## src/rtl/pic_pkg.sv

```systemverilog
package pic_pkg;
  localparam int PIC_N  = 8;
  localparam int PIC_LW = $clog2(PIC_N);
  localparam int INIT_BIT = 4;
  localparam int AEOI_BIT = 1;
  localparam logic [7:0] CMD_SEL_IRR = 8'h0A;
  localparam logic [7:0] CMD_SEL_ISR = 8'h0B;
  localparam logic [2:0] EOI_OP = 3'b011;

  typedef logic [PIC_N-1:0] pic_vec_t;
  typedef enum logic [1:0] {ST_RUN, ST_BASE, ST_CASC, ST_MODE} init_st_t;

  // index of the lowest set bit (highest priority); 0 when empty
  function automatic logic [PIC_LW-1:0] first_set(pic_vec_t v);
    logic [PIC_LW-1:0] idx;
    idx = '0;
    for (int i = PIC_N - 1; i >= 0; i--)
      if (v[i]) idx = PIC_LW'(i);
    return idx;
  endfunction

  function automatic pic_vec_t lvl_mask(logic [PIC_LW-1:0] lvl);
    return pic_vec_t'(1) << lvl;
  endfunction

  function automatic logic [7:0] make_vector(logic [7:0] base, logic [PIC_LW-1:0] lvl);
    return {base[7:PIC_LW], lvl};
  endfunction
endpackage

```

## src/rtl/pic_cmd_port.sv

```systemverilog
module pic_cmd_port
  import pic_pkg::*;
(
  input  logic       clk,
  input  logic       rst_n,
  input  logic       wr_en,
  input  logic       addr,
  input  logic [7:0] wdata,
  output pic_vec_t   imr_q,
  output logic [7:0] base_q,
  output logic [7:0] casc_q,
  output logic       aeoi_q,
  output logic       sel_isr_q,
  output logic       init_evt,
  output logic       eoi_evt,
  output logic [PIC_LW-1:0] eoi_lvl
);
  init_st_t st_q;
  logic cmd_wr, dat_wr, run;

  assign cmd_wr   = wr_en && !addr;
  assign dat_wr   = wr_en && addr;
  assign run      = (st_q == ST_RUN);
  assign init_evt = cmd_wr && wdata[INIT_BIT];
  assign eoi_evt  = cmd_wr && run && (wdata[7:5] == EOI_OP) && (wdata[4:3] == 2'b00);
  assign eoi_lvl  = wdata[PIC_LW-1:0];

  always_ff @(posedge clk) begin
    if (!rst_n) begin
      st_q      <= ST_RUN;
      imr_q     <= '1;
      base_q    <= '0;
      casc_q    <= '0;
      aeoi_q    <= 1'b0;
      sel_isr_q <= 1'b0;
    end else if (init_evt) begin
      st_q      <= ST_BASE;
      aeoi_q    <= 1'b0;
      sel_isr_q <= 1'b0;
    end else if (cmd_wr && run) begin
      if (wdata == CMD_SEL_IRR) sel_isr_q <= 1'b0;
      if (wdata == CMD_SEL_ISR) sel_isr_q <= 1'b1;
    end else if (dat_wr) begin
      unique case (st_q)
        ST_RUN:  imr_q <= wdata;
        ST_BASE: begin base_q <= wdata; st_q <= ST_CASC; end
        ST_CASC: begin casc_q <= wdata; st_q <= ST_MODE; end
        ST_MODE: begin aeoi_q <= wdata[AEOI_BIT]; st_q <= ST_RUN; end
        default: st_q <= ST_RUN;
      endcase
    end
  end

  AST_INIT_KEEPS_MASK: assert property (@(posedge clk) disable iff (!rst_n)
    (dat_wr && !run) |=> $stable(imr_q));
  AST_RUN_DATA_LOADS_MASK: assert property (@(posedge clk) disable iff (!rst_n)
    (dat_wr && run && !cmd_wr) |=> (imr_q == $past(wdata)));
endmodule

```

## src/rtl/pic_resolver.sv

```systemverilog
module pic_resolver
  import pic_pkg::*;
(
  input  pic_vec_t          irr,
  input  pic_vec_t          isr,
  input  pic_vec_t          imr,
  output logic              pend_ok,
  output logic [PIC_LW-1:0] pend_lvl
);
  pic_vec_t req;
  logic [PIC_LW-1:0] svc_lvl;

  assign req      = irr & ~imr;
  assign pend_lvl = first_set(req);
  assign svc_lvl  = first_set(isr);
  assign pend_ok  = (|req) && ((isr == '0) || (pend_lvl < svc_lvl));
endmodule

```

## src/rtl/pic_status.sv

```systemverilog
module pic_status
  import pic_pkg::*;
(
  input  logic              clk,
  input  logic              rst_n,
  input  pic_vec_t          irq_in,
  input  logic              ack,
  input  logic              pend_ok,
  input  logic [PIC_LW-1:0] pend_lvl,
  input  logic              aeoi,
  input  logic              init_evt,
  input  logic              eoi_evt,
  input  logic [PIC_LW-1:0] eoi_lvl,
  output pic_vec_t          irr_q,
  output pic_vec_t          isr_q
);
  pic_vec_t prev_q, rise, take_mask, eoi_mask;
  logic take_evt;

  assign rise      = irq_in & ~prev_q;
  assign take_evt  = ack && pend_ok;
  assign take_mask = take_evt ? lvl_mask(pend_lvl) : '0;
  assign eoi_mask  = eoi_evt ? lvl_mask(eoi_lvl) : '0;

  always_ff @(posedge clk) begin
    if (!rst_n) begin
      prev_q <= '0;
      irr_q  <= '0;
      isr_q  <= '0;
    end else begin
      prev_q <= irq_in;
      if (init_evt) begin
        irr_q <= '0;
        isr_q <= '0;
      end else begin
        irr_q <= ((irr_q | rise) & irq_in) & ~take_mask;
        isr_q <= (isr_q & ~eoi_mask) | (aeoi ? '0 : take_mask);
      end
    end
  end

  AST_IRR_DROPS_LOW: assert property (@(posedge clk) disable iff (!rst_n)
    (irq_in != '1) |=> ((irr_q & ~$past(irq_in)) == '0));
  AST_ACK_MOVES_LEVEL: assert property (@(posedge clk) disable iff (!rst_n)
    (take_evt && !aeoi && !init_evt) |=> ((isr_q & $past(take_mask)) != '0));
  AST_SPURIOUS_NO_CHANGE: assert property (@(posedge clk) disable iff (!rst_n)
    (ack && !pend_ok && !eoi_evt && !init_evt) |=> (isr_q == $past(isr_q)));
  AST_EOI_CLEARS_BIT: assert property (@(posedge clk) disable iff (!rst_n)
    (eoi_evt && !take_evt) |=> ((isr_q & $past(eoi_mask)) == '0));
  AST_AEOI_NO_SERVICE: assert property (@(posedge clk) disable iff (!rst_n)
    (take_evt && aeoi && !eoi_evt && !init_evt) |=> (isr_q == $past(isr_q)));
endmodule

```

## src/rtl/prio_irq_ctrl.sv

```systemverilog
module prio_irq_ctrl
  import pic_pkg::*;
(
  input  logic       clk,
  input  logic       rst_n,
  input  logic       wr_en,
  input  logic       addr,
  input  logic [7:0] wdata,
  output logic [7:0] rdata,
  input  logic [7:0] irq_in,
  input  logic       ack,
  output logic       int_out,
  output logic [7:0] vec_out,
  output logic [7:0] casc_cfg
);
  pic_vec_t imr_q, irr_q, isr_q;
  logic [7:0] base_q;
  logic aeoi_q, sel_isr_q, init_evt, eoi_evt, pend_ok;
  logic [PIC_LW-1:0] eoi_lvl, pend_lvl;

  pic_cmd_port u_port (
    .clk(clk), .rst_n(rst_n), .wr_en(wr_en), .addr(addr), .wdata(wdata),
    .imr_q(imr_q), .base_q(base_q), .casc_q(casc_cfg), .aeoi_q(aeoi_q),
    .sel_isr_q(sel_isr_q), .init_evt(init_evt), .eoi_evt(eoi_evt), .eoi_lvl(eoi_lvl)
  );

  pic_resolver u_res (
    .irr(irr_q), .isr(isr_q), .imr(imr_q), .pend_ok(pend_ok), .pend_lvl(pend_lvl)
  );

  pic_status u_stat (
    .clk(clk), .rst_n(rst_n), .irq_in(irq_in), .ack(ack), .pend_ok(pend_ok),
    .pend_lvl(pend_lvl), .aeoi(aeoi_q), .init_evt(init_evt), .eoi_evt(eoi_evt),
    .eoi_lvl(eoi_lvl), .irr_q(irr_q), .isr_q(isr_q)
  );

  assign int_out = pend_ok;
  assign vec_out = make_vector(base_q, pend_ok ? pend_lvl : '1);
  assign rdata   = addr ? imr_q : (sel_isr_q ? isr_q : irr_q);

  AST_INT_NEEDS_UNMASKED: assert property (@(posedge clk) disable iff (!rst_n)
    int_out |-> ((irr_q & ~imr_q) != '0));
endmodule

```

## config.mk

```make
export PLATFORM = sky130hd
export DESIGN_NAME = prio_irq_ctrl
export DESIGN_NICKNAME = d
export VERILOG_FILES = /design/src/rtl/pic_pkg.sv /design/src/rtl/pic_cmd_port.sv /design/src/rtl/pic_resolver.sv /design/src/rtl/pic_status.sv /design/src/rtl/prio_irq_ctrl.sv
export SDC_FILE = /design/constraint.sdc
export NUM_CORES = 1
export LEC_CHECK = 0
export ABC_AREA = 1
export BUFFER_PORTS_ARGS = -buffer_cell sky130_fd_sc_hd__buf_2
export CAP_MARGIN = 10
export CORE_MARGIN = 2
export CORE_UTILIZATION = 45
export CTS_CLUSTER_DIAMETER = 120
export DETAILED_ROUTE_END_ITERATION = 10
export HOLD_SLACK_MARGIN = 0.06
export PLACE_DENSITY = 0.78
export SYNTH_ARGS = -nofsm -noshare
export SYNTH_HDL_FRONTEND = slang
export SYNTH_SLANG_ARGS = --single-unit
export TNS_END_PERCENT = 20
```

## constraint.sdc

```tcl
create_clock -name clk -period 1.8 [get_ports clk]
set_input_delay 0.18 -clock clk [delete_from_list [all_inputs] [get_ports clk]]
set_output_delay 0.18 -clock clk [all_outputs]
set_load 0.02 [all_outputs]
```

==> results of run 1 <==
[cell usage after synthesis, types with 6 or more instances]
| cell type | number | share of area [%] |
|---|---|---|
| sky130_fd_sc_hd__nor3_1 | 9 | 1.8 |
| sky130_fd_sc_hd__inv_1 | 62 | 9.3 |
| sky130_fd_sc_hd__ha_1 | 7 | 3.5 |
| sky130_fd_sc_hd__o41ai_1 | 6 | 2.1 |
| sky130_fd_sc_hd__a21oi_1 | 48 | 9.6 |
| sky130_fd_sc_hd__dfxtp_1 | 49 | 39 |
| sky130_fd_sc_hd__o21ai_0 | 15 | 3.0 |
| sky130_fd_sc_hd__clkbuf_1 | 10 | 1.5 |
| sky130_fd_sc_hd__nand2_1 | 64 | 9.6 |
| sky130_fd_sc_hd__nand4_1 | 9 | 2.2 |
| sky130_fd_sc_hd__nor2_1 | 44 | 6.6 |
| sky130_fd_sc_hd__nand3_1 | 24 | 4.8 |
[power groups by stage]
stage	Clock (mW)	Sequential (mW)	Combinational, mW
2_1_floorplan	0	1.17	0.273
3_3_place_gp	0	1.16	0.446
3_5_place_dp	0	1.16	0.457
4_1_cts	0.668	1.14	0.488
5_1_grt	0.705	1.15	0.563
6_report	0.649	1.14	0.515
[layout make-up]
class | instances | area [sq um]
timing repair buffer | 97 | 639
tap | 72 | 90.1
clock inverter | 2 | 13.8
clock buffer | 5 | 68.8
fill | 500 | 2060
multi-input combinational | 245 | 1330
sequential | 49 | 985
inverter | 67 | 251
[worst register-to-register path, cell delays in order, from the launching register on]
cell and delay, ns:
sky130_fd_sc_hd__dfxtp_2 0.33, sky130_fd_sc_hd__or2_4 0.26, sky130_fd_sc_hd__nor3_4 0.21, sky130_fd_sc_hd__nand2_2 0.08, sky130_fd_sc_hd__ha_4 0.28, sky130_fd_sc_hd__nand2_2 0.05, sky130_fd_sc_hd__nor2_1 0.11, sky130_fd_sc_hd__nand2_2 0.08
sky130_fd_sc_hd__nand2_4 0.08, sky130_fd_sc_hd__buf_4 0.12, sky130_fd_sc_hd__nand2_4 0.07, sky130_fd_sc_hd__nand4_1 0.12, sky130_fd_sc_hd__nor2_1 0.07, sky130_fd_sc_hd__nor2_1 0.11, sky130_fd_sc_hd__nor2_1 0.05
[through the flow]
stage,TNS [ns],instances
CTS,-4.66,536
finish,-5.76,537
global placement,-1.00,522
detailed placement,-1.93,522
global route,-8.76,537
floorplan,-0.219,373
[registers in the layout, summed over array words and instances (netlist names), 2 cells and up]
name and cells:
u_port.casc_q 8, u_port.imr_q 8, u_stat.irr_q 8, u_stat.isr_q 8, u_stat.prev_q 8, u_port.base_q 5
u_port.st_q 2
[routing by layer]
metal / GRT usage, % / share of wire (%) / up-vias
li1: - / - / 1382
met1: 29.3 / 43 / 1241
met2: 41.0 / 48 / 117
met3: 4.66 / 7.0 / 22
met4: 8.07 / 2.6 / 0
met5: 0 / 0 / -
[kinds of logic after synthesis]
family / count (synthesis)
buf+inv: 79
flops: 49
fa+ha+maj: 7
compound gates: 78
simple gates: 160
[how the worst max path moves through the flow]
stage                                 end  slack [ns]  depth (start not counted)
final                          vec_out[0]       -0.44                         11
after global routing           vec_out[1]       -0.57                         16
after CTS                      vec_out[0]       -0.41                         11
after detailed placement  u_stat.isr_q[5]       -0.15                         13
after global placement    u_stat.isr_q[5]       -0.08                         13
after floorplan                vec_out[0]       -0.07                         13
[timing repair]
item                                   CTS  global route
endpoints found under the hold margin    2             0
setup endpoints to repair               19            28
buffers inserted                         5             1
pin swaps                                1            13
hold buffers                             2             0
resized for setup                        6            20
==> qor.yml, run 1 <==
cells_and_area:
  finalNetCount: 493
  most-common-layout-cells: "60 x sky130_fd_sc_hd__inv_1, 53 x sky130_fd_sc_hd__nand2_1, 50 x sky130_fd_sc_hd__buf_4"
  area.growth.synth_to_final_pct: 34.2
  finalCoreUtilization_pct: 62.0
  antenna_cells_inserted: 0
  leading_cell_type_in_the_layout_fill_and_taps_excluded: "sky130_fd_sc_hd__inv_1"
  final_design_area_no_fill_sq_um: 3370
  drive_gt1_share_pct: 30.1
run_status:
  failing_checks: "negative setup slack"
  run_status: "finished with violations"
pwr:
  part_of_the_power_in_combinational_logic_pct: 22.4
  power.total_mw: 2.30
  leak_nw: 1.75
  sequentialPowerShare_pct: 49.5
  vdd.ir_drop.worst_mv: 0.392
  power.share.clock_pct: 28.1
  netSwitchingPower_mw: 0.700
  intPower_mw: 1.61
  switching_part_of_the_total_power_pct: 30.4
  cellPowerDensity_nw_per_um2: 683
worst_hold_path:
  worst_hold_path.num_cells: 3
  hold_path_class: "in -> reg"
  min-delay-start: "irq_in[5]"
  min_delay_worst_endpoint: "u_stat.prev_q[5]"
timing:
  whs_ns: 0.0655
  hold_viol_final: 0
  headroom_to_the_max_slew_limit_pct: 58.4
  report.final.slew_viol_count: 0
  clock.fmax_mhz: 446
  rsz0062_at_grt: "true"
  finClkSkew_ns: 0.0139
  timing_worst_slew_pin_value_ns: 0.624
  setup_viol_count_final: 20
  final_setup_slack_of_the_worst_path_ns: -0.442
  layout_worst_path_cycle_share_pct: 125
  period_minus_slack_ns: 2.24
floorplan:
  core_area_sq_um: 5440
  ioPinCount: 46
  die-area_sq_um: 6200
  floorplan.initialDensity_pct: 46.2
  number_of_placement_rows: 27
  die_w_um: 78.7
  die_y_um: 78.7
setup_path:
  cp-end-kind: "primary output"
  timing.critical_path.from_type: "register"
  timing.rr.start: "u_stat.isr_q[1]"
  cp.buffers_inverters: 2
  worst-r2r-cell-count: 14
  cp_slowest_cell: "sky130_fd_sc_hd__dfxtp_2"
  cp_common_cell: "sky130_fd_sc_hd__nand2_2"
  worst_setup_path_startpoint: "u_stat.isr_q[1]"
  timing.rr.end: "u_stat.isr_q[5]"
  arrival_ns: 2.06
  timing.reg2reg.setup_slack_ns: -0.33
  timing.critical_path.slowest_cell_delay_ns: 0.33
  critical_path.cell_chain: "or2_4, nor3_4, nand2_2, ha_4, nand2_2, nand2_2, inv_2, nand2_4, a21boi_4, nand2_2, buf_6"
  cp_data_required_time_ns: 1.62
  critPathKind: "reg -> out"
  timing.critical_path.fanout_max: 4
  kind_of_cell_adding_the_most_delay_to_the_critical_path: "simple AND/OR/NAND/NOR gates"
logic_synthesis:
  asyncSetResetFlopFracSynth_pct: 0
  ys_seq_area_share_pct: 39.0
  post_synth_xor_area_fraction_pct: 0
  synthFlopType: "sky130_fd_sc_hd__dfxtp_1"
  edff_count_synth: 0
  ys_ff_latch: 49
  yosys_warnings: 0
  postSynthNetCount: 401
  mean_area_per_synthesized_cell_sq_um: 6.74
  synth-compound-area-share_pct: 17.6
  synth_area_sq_um: 2510
  syn-instance-count: 373
  synth.lib_cells_used.distinct: 26
  synthAdderAreaFrac_pct: 3.48
  largest_family_of_logic_cells_by_synthesized_area: "simple AND/OR/NAND/NOR gates"
  synthMuxAreaShare_pct: 0
  yosys.area_share.simple_pct: 28.0
drt:
  dr.first_iter.drc_count: 172
  first_pass_iters: 5
  detail_route.drc_violations: 0
  routed_wl_um: 7200
  routed-via-count: 2762
  detail_route.wl_per_cell_um: 13.4
  detail-route-antenna-nets: 0
  avgViaCountPerCell: 5.14
clock_tree:
  cts_max_path_buffers: 2
  tritoncts: "built"
  worstSkewPairLatency_ns: 0.31
  clk_pin_slew_worst_paths_ns: 0.09
  numCtsBuffers: 5
  cts-htree-levels: 2
  clock_sinks: 49
  root_buf_cell: "sky130_fd_sc_hd__clkbuf_8"
grt:
  grt_pass1_vias: 2561
  grt_util_all_layers_pct: 23.7
  global_route.overflow_total: 0
  grt_pass1_wl_um: 11600
  grt_max_degree: 23
  antenna_found_initial: 0
run:
  maxCapViolations: 0
place:
  detailed_place.area_sq_um: 3150
  dp_slack_ns: -0.147
  place_congestion: 0.896
  hpwl_after_dpl_um: 5340
  number_of_i_o_port_buffers: 45
Power figures use the tool's default switching activity.
==> run 2, diff against run 1 <==
==> constraint.sdc (replaced) <==
create_clock -name clk -period 1.8 [get_ports clk]
set_input_delay 0.18 -clock clk [delete_from_list [all_inputs] [get_ports clk]]
set_output_delay 0.18 -clock clk [all_outputs]
set_load 0.005 [all_outputs]
==> qor.yml, run 2 (synthesis results as in run 1) <==
clock_tree:
  clock_sinks: 49  # unchanged
  root_buf_cell: "sky130_fd_sc_hd__clkbuf_8"  # unchanged
  clk_pin_slew_worst_paths_ns: 0.09  # about the same
  cts_max_path_buffers: 2  # unchanged
  cts-htree-levels: 2  # unchanged
  worstSkewPairLatency_ns: 0.31  # about the same
  tritoncts: "built"  # unchanged
  numCtsBuffers: 5  # unchanged
  postCtsHoldBufs: 0  # was 2
timing:
  period_minus_slack_ns: 2.16  # was 2.24 ns
  layout_worst_path_cycle_share_pct: 120  # was 125%
  timing_worst_slew_pin_value_ns: 0.815  # was 0.624 ns
  hold_viol_final: 0  # unchanged
  final_setup_slack_of_the_worst_path_ns: -0.356  # was -0.442 ns
  finClkSkew_ns: 0.00883  # was 0.0139 ns
  rsz0062_at_grt: "true"  # unchanged
  setup_viol_count_final: 20  # unchanged
  clock.fmax_mhz: 464  # was 446 MHz
  report.final.slew_viol_count: 0  # unchanged
  headroom_to_the_max_slew_limit_pct: 45.5  # was 58.4%
drt:
  routed-via-count: 2761  # was 2,762
  first_pass_iters: 5  # unchanged
  detail-route-antenna-nets: 0  # unchanged
  avgViaCountPerCell: 5.20  # was 5.14
  routed_wl_um: 7100  # was 7200 um
  detail_route.wl_per_cell_um: 13.4  # about the same
  dr.first_iter.drc_count: 125  # was 172
  detail_route.drc_violations: 0  # unchanged
grt:
  antenna_found_initial: 0  # unchanged
  grt_pass1_wl_um: 11600  # unchanged
  grt_pass1_vias: 2547  # was 2,561
  grt_util_all_layers_pct: 24.0  # was 23.7%
  grt_max_degree: 23  # unchanged
  global_route.overflow_total: 0  # unchanged
setup_path:
  arrival_ns: 1.98  # was 2.06 ns
  critPathKind: "reg -> out"  # unchanged
  cp_data_required_time_ns: 1.62  # about the same
  timing.critical_path.from_type: "register"  # unchanged
  cp-end-kind: "primary output"  # unchanged
  timing.critical_path.fanout_max: 4  # unchanged
floorplan:
  die-area_sq_um: 6200  # unchanged
  die_y_um: 78.7  # unchanged
  floorplan.initialDensity_pct: 46.2  # unchanged
  number_of_placement_rows: 27  # unchanged
  core_area_sq_um: 5440  # unchanged
  ioPinCount: 46  # unchanged
  die_w_um: 78.7  # unchanged
pwr:
  power.total_mw: 2.23  # was 2.30 mW
  cellPowerDensity_nw_per_um2: 674  # was 683 nW/um^2
  vdd.ir_drop.worst_mv: 0.512  # was 0.392 mV
  leak_nw: 1.72  # was 1.75 nW
place:
  hpwl_after_dpl_um: 5200  # was 5340 um
  number_of_i_o_port_buffers: 45  # unchanged
  place_congestion: 0.920  # was 0.896
run:
  maxCapViolations: 0  # unchanged
cells_and_area:
  leading_cell_type_in_the_layout_fill_and_taps_excluded: "sky130_fd_sc_hd__inv_1"  # unchanged
  drive_gt1_share_pct: 29.6  # was 30.1%
  antenna_cells_inserted: 0  # unchanged
  finalNetCount: 486  # was 493
  finalCoreUtilization_pct: 61.0  # was 62.0%
  area.growth.synth_to_final_pct: 32.0  # was 34.2%
  most-common-layout-cells: "59 x sky130_fd_sc_hd__inv_1, 55 x sky130_fd_sc_hd__nand2_1, 47 x sky130_fd_sc_hd__a21oi_1"  # was 60 x sky130_fd_sc_hd__inv_1, 53 x sky130_fd_sc_hd__nand2_1, 50 x sky130_fd_sc_hd__buf_4
run_status:
  failing_checks: "negative setup slack"  # unchanged
  run_status: "finished with violations"  # unchanged
worst_hold_path:
  hold_path_class: "in -> reg"  # unchanged
-- run 2: cell types whose count changed in the layout (fill, tap and decap cells not counted), moves of 2 or more --
cell,previous run,this run
sky130_fd_sc_hd__buf_4,50,45
sky130_fd_sc_hd__nand2_2,16,12
sky130_fd_sc_hd__buf_2,42,45
sky130_fd_sc_hd__buf_6,3,0
sky130_fd_sc_hd__dlygate4sd3_1,2,0
sky130_fd_sc_hd__nand2_1,53,55
sky130_fd_sc_hd__nand2_4,3,5
-- run 2: layout make-up --
| type | instances | area [sq um] |
|---|---|---|
| clock buffers | 6 | 72.6 |
| clock inverters | 2 | 10.0 |
| fillers | 508 | 2120 |
| inverters | 67 | 251 |
| multi-input cells | 245 | 1340 |
| flip-flops and latches | 49 | 986 |
| well taps | 72 | 90.1 |
| repair buffers | 90 | 563 |
-- run 2: power breakdown --
part / switching (mW) / leakage (nW) / internal (mW)
logic: 0.261 / 1.28 / 0.192
registers: 0.0187 / 0.401 / 1.12
clock network: 0.368 / 0.0450 / 0.270
-- run 2: metrics by stage --
stage               hold slack (ns)  area [sq um]  setup WS (ns)  setup TNS [ns]  instances
detailed placement            0.394          3070         -0.196           -1.70        515
finish                       0.0751          3320         -0.356           -4.72        531
global route                 0.0851          3320         -0.491           -7.38        531
CTS                          0.0705          3280         -0.325           -3.34        529
floorplan                     0.291          2520         0.0130               0        373
global placement              0.379          3070         -0.139          -0.947        515
-- run 2: worst max-delay path: stages (launching register included) --
cell and delay (ns):
sky130_fd_sc_hd__dfxtp_2 0.33, sky130_fd_sc_hd__or2_4 0.26, sky130_fd_sc_hd__nor3_4 0.19, sky130_fd_sc_hd__nand2_2 0.09, sky130_fd_sc_hd__ha_4 0.23, sky130_fd_sc_hd__nand2_4 0.07
sky130_fd_sc_hd__nor2_4 0.03, sky130_fd_sc_hd__nand2_2 0.07, sky130_fd_sc_hd__nand2_4 0.06, sky130_fd_sc_hd__a21boi_4 0.15, sky130_fd_sc_hd__nand2_1 0.07, sky130_fd_sc_hd__buf_2 0.12
-- run 2: layer usage --
metal | up-vias | GRT usage (%) | routed length [um]
met3 | 21 | 3.98 | 546
met1 | 1246 | 29.0 | 2970
met5 | - | 0 | 0
li1 | 1375 | - | -
met4 | 0 | 11.9 | 240
met2 | 119 | 41.0 | 3350
-- run 2: path summary, 6_finish.rpt --
path                                          to             start  cells after the start  slack [ns]
worst min register to register  u_port.base_q[4]  u_port.base_q[4]                      2        0.46
worst max-delay path                  vec_out[0]   u_stat.isr_q[0]                     11       -0.36
worst max register to register   u_stat.irr_q[4]   u_stat.isr_q[0]                     14       -0.30
worst min-delay path            u_stat.prev_q[4]         irq_in[4]                      3        0.08
-- run 2: what timing repair did --
action	in CTS	in global routing
setup endpoints to repair	20	21
resized for setup	22	7
buffers inserted	6	2
pin swaps	9	6
==> run 3, diff against run 2 <==
--- a/config.mk
+++ b/config.mk
@@ -5,15 +5,16 @@
 export SDC_FILE = /design/constraint.sdc
 export NUM_CORES = 1
 export LEC_CHECK = 0
-export ABC_AREA = 1
+export ABC_AREA = 0
 export BUFFER_PORTS_ARGS = -buffer_cell sky130_fd_sc_hd__buf_2
-export CAP_MARGIN = 10
+export CAP_MARGIN = 20
 export CORE_MARGIN = 2
 export CORE_UTILIZATION = 45
 export CTS_CLUSTER_DIAMETER = 120
 export DETAILED_ROUTE_END_ITERATION = 10
 export HOLD_SLACK_MARGIN = 0.06
 export PLACE_DENSITY = 0.78
+export SLEW_MARGIN = 10
 export SYNTH_ARGS = -nofsm -noshare
 export SYNTH_HDL_FRONTEND = slang
 export SYNTH_SLANG_ARGS = --single-unit
==> qor.yml, run 3 <==
run_status:
  run_status: "finished with violations"  # unchanged
  failing_checks: "negative setup slack"  # unchanged
place:
  hpwl_after_dpl_um: 5120  # was 5200 um
  place_congestion: 0.931  # was 0.920
  dp_slack_ns: -0.864  # was -0.196 ns
  number_of_i_o_port_buffers: 45  # unchanged
floorplan:
  die-area_sq_um: 6180  # was 6200 sq um
  number_of_placement_rows: 27  # unchanged
  ioPinCount: 46  # unchanged
  die_y_um: 78.6  # was 78.7 um
  die_w_um: 78.6  # was 78.7 um
  floorplan.initialDensity_pct: 46.1  # was 46.2%
  core_area_sq_um: 5440  # unchanged
clock_tree:
  numCtsBuffers: 5  # unchanged
  clk_pin_slew_worst_paths_ns: 0.09  # about the same
  clock_sinks: 49  # unchanged
  worstSkewPairLatency_ns: 0.31  # about the same
  root_buf_cell: "sky130_fd_sc_hd__clkbuf_8"  # unchanged
  cts_max_path_buffers: 2  # unchanged
  cts-htree-levels: 2  # unchanged
  postCtsHoldBufs: 0  # unchanged
  tritoncts: "built"  # unchanged
timing:
  headroom_to_the_max_slew_limit_pct: 64.7  # was 45.5%
  whs_ns: 0.0982  # was 0.0751 ns
  rsz0062_at_grt: "true"  # unchanged
  period_minus_slack_ns: 2.76  # was 2.16 ns
  layout_worst_path_cycle_share_pct: 153  # was 120%
  setup_total_negative_slack_ns: -10.91  # was -4.72 ns
  hold_viol_final: 0  # unchanged
  setup_viol_count_final: 20  # unchanged
  report.final.slew_viol_count: 0  # unchanged
  clock.fmax_mhz: 362  # was 464 MHz
  finClkSkew_ns: 0.0143  # was 0.00883 ns
  timing_worst_slew_pin_value_ns: 0.529  # was 0.815 ns
  final_setup_slack_of_the_worst_path_ns: -0.961  # was -0.356 ns
logic_synthesis:
  synth_area_sq_um: 2500  # was 2510 sq um
  asyncSetResetFlopFracSynth_pct: 0  # unchanged
  post-synth-top-area-cell: "sky130_fd_sc_hd__dfxtp_1"  # unchanged
  ys_ff_latch: 49  # unchanged
  ys_seq_area_share_pct: 39.2  # was 39.0%
  synthFlopType: "sky130_fd_sc_hd__dfxtp_1"  # unchanged
  synthDominantCellAreaShare_pct: 39.2  # was 39.0%
  post_synth_most_frequent_cells: "54 x sky130_fd_sc_hd__nand2_1, 49 x sky130_fd_sc_hd__dfxtp_1, 35 x sky130_fd_sc_hd__nand3_1"  # was 64 x sky130_fd_sc_hd__nand2_1, 62 x sky130_fd_sc_hd__inv_1, 49 x sky130_fd_sc_hd__dfxtp_1
  dominant_cells_by_area_after_synthesis: "sky130_fd_sc_hd__dfxtp_1 39%, sky130_fd_sc_hd__nand2_1 8.1%, sky130_fd_sc_hd__nand3_1 7.0%"  # was sky130_fd_sc_hd__dfxtp_1 39%, sky130_fd_sc_hd__a21oi_1 9.6%, sky130_fd_sc_hd__nand2_1 9.6%
  yosys_warnings: 0  # unchanged
  postSynthNetCount: 326  # was 401
  synth.lib_cells_used.distinct: 45  # was 26
  mean_area_per_synthesized_cell_sq_um: 8.41  # was 6.74 sq um
  synth.most_common_cell: "sky130_fd_sc_hd__nand2_1"  # unchanged
  syn-instance-count: 298  # was 373
  edff_count_synth: 0  # unchanged
pwr:
  part_of_the_power_in_combinational_logic_pct: 20.7  # was 20.3%
  power.share.clock_pct: 28.7  # was 28.6%
  switching_part_of_the_total_power_pct: 28.2  # was 29.0%
  leak_nw: 1.42  # was 1.72 nW
  vdd.ir_drop.worst_mv: 0.469  # was 0.512 mV
  power.total_mw: 2.27  # was 2.23 mW
  cellPowerDensity_nw_per_um2: 675  # was 674 nW/um^2
  netSwitchingPower_mw: 0.640  # was 0.648 mW
  sequentialPowerShare_pct: 50.6  # was 51.2%
  intPower_mw: 1.63  # was 1.59 mW
cells_and_area:
  antenna_cells_inserted: 0  # unchanged
  fillerInstances: 455  # was 508
  drive_gt1_share_pct: 33.8  # was 29.6%
  finalCoreUtilization_pct: 61.8  # was 61.0%
  most-common-layout-cells: "54 x sky130_fd_sc_hd__nand2_1, 52 x sky130_fd_sc_hd__buf_4, 45 x sky130_fd_sc_hd__buf_2, 45 x sky130_fd_sc_hd__dfxtp_1, 34 x sky130_fd_sc_hd__nand3_1"  # was 59 x sky130_fd_sc_hd__inv_1, 55 x sky130_fd_sc_hd__nand2_1, 47 x sky130_fd_sc_hd__a21oi_1
  leading_cell_type_in_the_layout_fill_and_taps_excluded: "sky130_fd_sc_hd__nand2_1"  # was sky130_fd_sc_hd__inv_1
  area.growth.synth_to_final_pct: 34.1  # was 32.0%
  finalNetCount: 417  # was 486
grt:
  grt_pass1_wl_um: 11300  # was 11,600 um
  antenna_found_initial: 0  # unchanged
  grt_max_degree: 32  # was 23
  grt_util_all_layers_pct: 23.6  # was 24.0%
  grt_pass1_vias: 2423  # was 2,547
  global_route.overflow_total: 0  # unchanged
worst_hold_path:
  hold_path_class: "in -> reg"  # unchanged
setup_path:
  timing.reg2reg.setup_slack_ns: -0.53  # was -0.30 ns
  arrival_ns: 2.58  # was 1.98 ns
  critPathKind: "reg -> out"  # unchanged
  cp_data_required_time_ns: 1.62  # about the same
  timing.critical_path.fanout_max: 3  # was 4
  timing.critical_path.from_type: "register"  # unchanged
  cp-end-kind: "primary output"  # unchanged
drt:
  detail_route.drc_violations: 0  # unchanged
  first_pass_iters: 5  # unchanged
  routed_wl_um: 6820  # was 7100 um
  routed-via-count: 2502  # was 2,761
  detail-route-antenna-nets: 0  # unchanged
  avgViaCountPerCell: 5.42  # was 5.20
  detail_route.wl_per_cell_um: 14.8  # was 13.4 um
  dr.first_iter.drc_count: 144  # was 125
run:
  maxCapViolations: 0  # unchanged
run 3: critical path, cell delays in order (launching register included):
cell and delay, ns:
sky130_fd_sc_hd__dfxtp_2 0.33, sky130_fd_sc_hd__or4_4 0.52, sky130_fd_sc_hd__or2b_1 0.27, sky130_fd_sc_hd__ha_4 0.23, sky130_fd_sc_hd__and2_4 0.14, sky130_fd_sc_hd__o22a_1 0.19, sky130_fd_sc_hd__or4_1 0.45, sky130_fd_sc_hd__buf_2 0.14
run 3: metrics by stage:
step	cell area (sq um)	std cells
2_1_floorplan	2520	298
3_3_place_gp	3160	452
3_5_place_dp	3160	452
4_1_cts	3330	463
5_1_grt	3360	462
6_report	3360	462
run 3: path summary, 6_finish.rpt:
path	cells past startpoint	start	endpoint
hold reg to reg	2	u_port.base_q[5]	u_port.base_q[5]
setup reg to reg	8	u_stat.isr_q[2]	u_stat.isr_q[2]
hold / removal	2	irq_in[6]	u_stat.prev_q[6]
setup / recovery	7	u_stat.isr_q[2]	vec_out[1]
run 3: final cells by class:
| class | instances | area [sq um] | area share, % |
|---|---|---|---|
| clock buffer | 6 | 72.6 | 2.16 |
| multi-input combinational | 229 | 1550 | 46.3 |
| inverter | 7 | 26.3 | 0.782 |
| sequential | 49 | 986 | 29.3 |
| clock inverter | 2 | 15.0 | 0.447 |
| tap | 72 | 90.1 | 2.68 |
| timing repair buffer | 97 | 616 | 18.3 |
run 3: cells by family (layout without fill, tap and decap cells):
group	after synthesis	in the layout	share of synthesized area, %
AO/OA/AOI/OAI	64	64	19.4
adder cells (fa/ha/maj)	7	7	3.50
multiplexers	9	9	3.60
flip-flops	49	49	39.2
buffers and inverters	20	112	3.00
AND/OR/NAND/NOR	149	149	31.4
run 3: routing by layer:
metal	vias to the layer above	routed length, um	track usage, %
met2	77	3330	39.5
met4	0	154	11.6
met5	-	0	0
li1	1243	-	-
met1	1169	2970	29.1
met3	13	363	4.02
run 3: timing repair:
action | in CTS | in global routing
pin swaps | 6 | 8
endpoints found under the setup margin | 20 | 21
setup buffers | 3 | 0
gates resized for setup | 12 | 10
run 3: power by group through the flow:
stage          sequential, mW  combinational (mW)  clock [mW]
2_1_floorplan            1.17               0.225           0
3_3_place_gp             1.17               0.425           0
3_5_place_dp             1.17               0.433           0
4_1_cts                  1.15               0.458       0.667
5_1_grt                  1.15               0.515       0.717
6_report                 1.15               0.470       0.652
